### src/rtl/csr_gate_pkg.sv
package csr_gate_pkg;

  localparam int NUM_SLOTS = 4;
  localparam int SLOT_W    = $clog2(NUM_SLOTS);
  localparam int CTR_NUM   = 32;
  localparam int CTR_IDX_W = $clog2(CTR_NUM);

  typedef enum logic [1:0] {
    PRIV_U   = 2'd0,
    PRIV_S   = 2'd1,
    PRIV_RSV = 2'd2,
    PRIV_M   = 2'd3
  } priv_e;

  // writable stand-in slots; index 0 first
  localparam logic [NUM_SLOTS-1:0][11:0] SLOT_ADDR =
    {12'h180, 12'h140, 12'h341, 12'h340};

  localparam logic [11:0] ID_ADDR    = 12'hF14;
  localparam logic [11:0] XLATE_ADDR = 12'h180;
  localparam logic [11-CTR_IDX_W:0] CTR_BASE = 7'h60; // 0xC00 >> 5

  typedef struct packed {
    logic              legal;    // valid and legal this cycle
    logic              hitSlot;
    logic [SLOT_W-1:0] slot;
    logic              hitId;
    logic              hitCtr;
    logic              doWrite;
  } gate_strb_t;

endpackage

### src/rtl/csr_gate_ctrl.sv
module csr_gate_ctrl
  import csr_gate_pkg::*;
(
  input  logic        accValid,
  input  logic [11:0] accAddr,
  input  logic [1:0]  privLvl,
  input  logic        debugMode,
  input  logic        wrMaskNz,
  input  logic [CTR_NUM-1:0] mCtrEn,
  input  logic [CTR_NUM-1:0] sCtrEn,
  input  logic        tvmBit,
  input  logic        hasSuper,
  input  logic        ctrsOn,
  output gate_strb_t  strb,
  output logic        illegal
);

  logic              hitSlot, hitId, hitCtr;
  logic [SLOT_W-1:0] slotIdx;
  logic [1:0]        minPriv;
  logic              privOk, roViol, implOk, ctrOk, supOk, xlOk, legal;
  logic [CTR_IDX_W-1:0] ctrBit;

  always_comb begin
    hitSlot = 1'b0;
    slotIdx = '0;
    for (int i = 0; i < NUM_SLOTS; i++) begin
      if (accAddr == SLOT_ADDR[i]) begin
        hitSlot = 1'b1;
        slotIdx = SLOT_W'(i);
      end
    end
  end

  assign hitId   = (accAddr == ID_ADDR);
  assign hitCtr  = (accAddr[11:CTR_IDX_W] == CTR_BASE);
  assign ctrBit  = accAddr[CTR_IDX_W-1:0];
  assign minPriv = accAddr[9:8];

  assign privOk = debugMode || (privLvl >= minPriv);
  assign roViol = (accAddr[11:10] == 2'b11) && wrMaskNz;
  assign implOk = hitSlot || hitId || hitCtr;
  assign supOk  = !((minPriv == PRIV_S) && !hasSuper);
  assign xlOk   = !((accAddr == XLATE_ADDR) && (privLvl == PRIV_S) && tvmBit);

  always_comb begin
    ctrOk = 1'b1;
    if (hitCtr) begin
      if (!ctrsOn) ctrOk = 1'b0;
      else begin
        if ((privLvl != PRIV_M) && !mCtrEn[ctrBit]) ctrOk = 1'b0;
        if ((privLvl == PRIV_U) && !sCtrEn[ctrBit]) ctrOk = 1'b0;
      end
    end
  end

  assign legal   = privOk && !roViol && implOk && ctrOk && supOk && xlOk;
  assign illegal = accValid && !legal;

  always_comb begin
    strb.legal   = accValid && legal;
    strb.hitSlot = hitSlot;
    strb.slot    = slotIdx;
    strb.hitId   = hitId;
    strb.hitCtr  = hitCtr;
    strb.doWrite = accValid && legal && wrMaskNz && hitSlot;
  end

endmodule

### src/rtl/csr_gate_dp.sv
module csr_gate_dp
  import csr_gate_pkg::*;
#(
  parameter int XLEN = 32,
  parameter logic [XLEN-1:0] HART_ID = 5
) (
  input  logic            clk,
  input  logic            rstN,
  input  gate_strb_t      strb,
  input  logic [11:0]     accAddr,
  input  logic [XLEN-1:0] wrData,
  input  logic [XLEN-1:0] wrMask,
  output logic [XLEN-1:0] rdData,
  output logic            wrStrobe,
  output logic [11:0]     wrAddr,
  output logic [XLEN-1:0] wrValue
);

  logic [XLEN-1:0] slotQ [NUM_SLOTS];
  logic [XLEN-1:0] oldVal, merged;

  always_comb begin
    if (strb.hitSlot)     oldVal = slotQ[strb.slot];
    else if (strb.hitId)  oldVal = HART_ID;
    else if (strb.hitCtr) oldVal = XLEN'(accAddr[CTR_IDX_W-1:0]);
    else                  oldVal = '0;
  end

  assign rdData = strb.legal ? oldVal : '0;
  assign merged = (oldVal & ~wrMask) | (wrData & wrMask);

  for (genvar g = 0; g < NUM_SLOTS; g++) begin : gSlot
    always_ff @(posedge clk or negedge rstN) begin
      if (!rstN) slotQ[g] <= '0;
      else if (strb.doWrite && (strb.slot == SLOT_W'(g))) slotQ[g] <= merged;
    end
  end

  always_ff @(posedge clk or negedge rstN) begin
    if (!rstN) begin
      wrStrobe <= 1'b0;
      wrAddr   <= '0;
      wrValue  <= '0;
    end else begin
      wrStrobe <= strb.doWrite;
      if (strb.doWrite) begin
        wrAddr  <= accAddr;
        wrValue <= merged;
      end
    end
  end

  AST_MERGE_VALUE: assert property (@(posedge clk) disable iff (!rstN)
    wrStrobe |-> (wrValue == (($past(rdData) & ~$past(wrMask)) | ($past(wrData) & $past(wrMask)))));

endmodule

### src/rtl/csr_gate.sv
module csr_gate
  import csr_gate_pkg::*;
#(
  parameter int XLEN = 32,
  parameter logic [XLEN-1:0] HART_ID = 5
) (
  input  logic            clk,
  input  logic            rstN,
  input  logic            accValid,
  input  logic [11:0]     accAddr,
  input  logic [1:0]      privLvl,
  input  logic            debugMode,
  input  logic [XLEN-1:0] wrData,
  input  logic [XLEN-1:0] wrMask,
  input  logic [31:0]     mCtrEn,
  input  logic [31:0]     sCtrEn,
  input  logic            tvmBit,
  input  logic            hasSuper,
  input  logic            ctrsOn,
  output logic            illegal,
  output logic [XLEN-1:0] rdData,
  output logic            wrStrobe,
  output logic [11:0]     wrAddr,
  output logic [XLEN-1:0] wrValue
);

  gate_strb_t strb;

  csr_gate_ctrl ctrl_i (
    .accValid (accValid),
    .accAddr  (accAddr),
    .privLvl  (privLvl),
    .debugMode(debugMode),
    .wrMaskNz (|wrMask),
    .mCtrEn   (mCtrEn),
    .sCtrEn   (sCtrEn),
    .tvmBit   (tvmBit),
    .hasSuper (hasSuper),
    .ctrsOn   (ctrsOn),
    .strb     (strb),
    .illegal  (illegal)
  );

  csr_gate_dp #(.XLEN(XLEN), .HART_ID(HART_ID)) dp_i (
    .clk     (clk),
    .rstN    (rstN),
    .strb    (strb),
    .accAddr (accAddr),
    .wrData  (wrData),
    .wrMask  (wrMask),
    .rdData  (rdData),
    .wrStrobe(wrStrobe),
    .wrAddr  (wrAddr),
    .wrValue (wrValue)
  );

  AST_STROBE_LEGAL: assert property (@(posedge clk) disable iff (!rstN)
    wrStrobe |-> $past(accValid && !illegal && (wrMask != '0)));
  AST_PRIV_GUARD: assert property (@(posedge clk) disable iff (!rstN)
    wrStrobe |-> ($past(debugMode) || ($past(privLvl) >= wrAddr[9:8])));
  AST_RO_GUARD: assert property (@(posedge clk) disable iff (!rstN)
    wrStrobe |-> (wrAddr[11:10] != 2'b11));
  AST_ILLEGAL_ZERO: assert property (@(posedge clk) disable iff (!rstN)
    illegal |-> (rdData == '0));
  AST_IDLE_QUIET: assert property (@(posedge clk) disable iff (!rstN)
    !accValid |-> !illegal);

endmodule

### config.mk
export PLATFORM = sky130hd
export DESIGN_NAME = csr_gate
export DESIGN_NICKNAME = d
export VERILOG_FILES = /design/src/rtl/csr_gate_pkg.sv /design/src/rtl/csr_gate_ctrl.sv /design/src/rtl/csr_gate_dp.sv /design/src/rtl/csr_gate.sv
export SDC_FILE = /design/constraint.sdc
export NUM_CORES = 1
export LEC_CHECK = 0
export BUFFER_PORTS_ARGS = -buffer_cell sky130_fd_sc_hd__buf_2
export CAP_MARGIN = 20
export CORE_MARGIN = 10
export CORE_UTILIZATION = 25
export CTS_CLUSTER_DIAMETER = 50
export DETAILED_ROUTE_END_ITERATION = 8
export GPL_ROUTABILITY_DRIVEN = 0
export PLACE_DENSITY = 0.41
export SETUP_SLACK_MARGIN = 0.3
export SYNTH_ARGS = -nofsm -noshare
export SYNTH_HDL_FRONTEND = slang
export SYNTH_SLANG_ARGS = --single-unit
### constraint.sdc
create_clock -name clk -period 3 [get_ports clk]
set_input_delay 0.45 -clock clk [delete_from_list [all_inputs] [get_ports clk]]
set_output_delay 0.45 -clock clk [all_outputs]
set_load 0.05 [all_outputs]
==> results.toml <==
[status]
status = "finished, violations left"
violations = "hold timing"

[timing]
slew_violations = 0
clock.fmax_mhz = 340
setup_ws_ps = 62.6
rsz0062_at_grt = "true"
setup_viol = 0
tightest_slew_ps = 701
setup_tns_ps = 0
finalClockSkew_ps = 13.1
holdWs_ps = -22.4
relSlewSlack = 0.533
min_period_ps = 2940
period_share = 0.979
hold_viol = 5

[floorplan]
core-area_um2 = 35600
die_y_um = 210
dieArea_um2 = 44000
ios = 227
start_util = 0.253
fp.dieW_um = 210
num_rows = 69

[power]
leakage_nw = 6.56
p_per_area_nw_per_um2 = 382
peakVddDrop_v = 0.000380

[global_route]
grt_pass1_wl_mm = 54.2
grt_pass1_vias = 8705
grt_max_degree = 64
gr-usage-all-layers = 0.158
overflow = 0
grt_antenna_before_repair = 2

[cells_and_area]
layout_common_cells = "buf_2, dfrtp_1, nand2_1"
final_layout_size_suffix_gt1_frac = 0.432
area_delta_synth_final_pct = 48.2
final_net_count = 1412
final_common_cell = "buf_2"

[logic_synthesis]
synth_edf_count = 0
syn-instance-count = 921
ys_seq_area_frac = 0.481
synth.distinct_cells = 66
synth_top_flop_cell = "dfrtp_1"
ys_top_cells_by_area = "dfrtp_1, nor2_1, a31oi_1, nand2_1, mux2i_1"
yosysTopAreaCellShare = 0.481
synth.area.mux_share = 0.0954
synthSimpleGateAreaFrac = 0.177
synth-seq-cells = 173
async_flop_share = 1.00
synth_area_um2 = 8990
syn_nets = 1072
avgSynthCellArea_um2 = 9.77
synthXorXnorAreaFrac = 0.000974
synth_top_area_cell = "dfrtp_1"
synth-compound-area-share = 0.201
synthAdderAreaFrac = 0.00278
synth_top_family_by_area = "compound AO/OA/AOI/OAI gates"
yosys_warnings = 0

[drt]
firstDrtPassIters = 7
dr_total_vias = 8344
viasPerCell = 4.81
drt_wl_total_mm = 35.5
wl_per_cell_um = 20.4
drt_iter0_markers = 470
ant_nets = 0
drc_errors = 0

[clock_tree]
cts_sinks = 173
ctsHoldBuffers = 0
cts-buffers-inserted = 17
cts_root_buf = "clkbuf_16"
insertion_delay_ps = 440
clock_path_buffers = 2
cts_tree = "built"
cts.reportedPaths.clkPinSlew_ps = 70
cts-htree-levels = 4

[placement]
pre_cts_ws_ps = -261
port_buffers = 226
dp_hpwl_mm = 25.5

[worst_setup_path]
cp-end-kind = "output port"
crit_type = "input pin to output port"
start_kind = "input pin"
crit_arrival_ps = 2490
crit_fanout = 5
required_ps = 2550

[min_path]
min_path_type = "input pin to async pin"

[job]
cap_violations = 0
-- what timing repair did --
item,in CTS,in global routing
resized for setup,118,48
setup buffers,17,7
pin swaps,23,47
cloned,3,1
setup endpoints to repair,33,34
-- through the flow --
step / power, mW / cells / utilization / hold slack (ps) / area (um2)
4_1_cts: 5.16 / 1727 / 0.367 / 12.5 / 13100
3_3_place_gp: 2.89 / 1675 / 0.333 / 447 / 11800
5_1_grt: 5.30 / 1736 / 0.375 / 35.9 / 13300
6_report: 5.10 / 1736 / 0.375 / -22.4 / 13300
3_5_place_dp: 2.90 / 1675 / 0.333 / 447 / 11800
2_1_floorplan: 2.59 / 921 / - / 154 / 9160
-- state kept, by name, summed over array words and instances, names as in the netlist --
name,count
dp_i.slotQ,128
dp_i.wrValue,32
dp_i.wrStrobe,1
dp_i.wrAddr,12
-- critical path, cell delays in order --
cell and delay [ps]:
buf_6 90, or4b_4 580, nor3_4 180, nand2_2 110
a211oi_4 250, buf_6 140, nand4_1 120, buf_6 180
nor3b_2 190, buf_6 180
-- power breakdown --
group	internal (mW)	total, mW	switching, mW
clock network	1.22	2.21	0.996
registers	2.34	2.35	0.00589
logic	0.237	0.534	0.297
total	3.80	5.10	1.30
-- layer usage --
layer | wire [um] | GRT usage | vias up | share of wire
met2 | 17000 | 0.257 | 175 | 0.48
met5 | 7 | 0 | - | 0.00020
met3 | 1630 | 0.0341 | 22 | 0.046
li1 | - | - | 4050 | -
met4 | 335 | 0.0352 | 2 | 0.0094
met1 | 16600 | 0.210 | 4095 | 0.47
-- area by class of cell --
type,instances,area [um2]
diodes,1,2.50
clock buffers,21,470
clock inverters,11,109
fillers,3655,22200
inverters,18,67.6
multi-input cells,672,4740
flip-flops and latches,173,4330
well taps,461,577
repair buffers,379,3030
-- final timing paths --
kind                       slack [ps]        endpoint  depth (start not counted)           start
hold / removal                    -20   dp_i.wrStrobe                          1            rstN
min in group clk                  330  dp_i.wrAddr[9]                          3      accAddr[9]
max in group asynchronous        2240  dp_i.slotQ[80]                          2            rstN
hold reg to reg                   470  dp_i.wrAddr[8]                          1  dp_i.wrAddr[8]
setup / recovery                   60       rdData[3]                         10      accAddr[3]
setup reg to reg                 1180  dp_i.slotQ[23]                          7  dp_i.slotQ[55]
-- synthesized netlist by cell type (2+ instances only) --
| cell type | count |
|---|---|
| o21a_1 | 2 |
| nand2_1 | 126 |
| o31ai_1 | 9 |
| o22ai_1 | 2 |
| a21oi_1 | 5 |
| o21ai_0 | 57 |
| inv_1 | 18 |
| buf_2 | 35 |
| a41oi_1 | 3 |
| nand3_1 | 11 |
| nand4_2 | 2 |
| dfrtp_1 | 173 |
| a22o_1 | 16 |
| o211ai_1 | 2 |
| and2_1 | 10 |
| nor4_1 | 10 |
| a32oi_1 | 3 |
| nand4_1 | 3 |
| and3_1 | 3 |
| o21ai_1 | 19 |
| mux2_2 | 23 |
| nor4_2 | 2 |
| a31oi_1 | 77 |
| o221ai_1 | 2 |
| nor3_1 | 7 |
| ha_1 | 2 |
| o211a_1 | 16 |
| nor2b_1 | 4 |
| nor2_1 | 129 |
| and4_1 | 4 |
| o21ai_2 | 24 |
| or2_2 | 5 |
| buf_6 | 3 |
| buf_4 | 7 |
| nand2b_1 | 11 |
| mux4_2 | 11 |
| a222oi_1 | 12 |
| mux2i_1 | 34 |
| clkbuf_1 | 12 |
-- kinds of logic (layout without fill, tap and decap cells) --
| group | Yosys count | count (layout) |
|---|---|---|
| buffers and inverters | 76 | 429 |
| other | 0 | 1 |
| XOR/XNOR | 1 | 1 |
| AO/OA/AOI/OAI | 258 | 258 |
| AND/OR/NAND/NOR | 342 | 342 |
| adder cells (fa/ha/maj) | 2 | 2 |
| flip-flops | 173 | 173 |
| multiplexers | 69 | 69 |
Power figures use the tool's default switching activity.
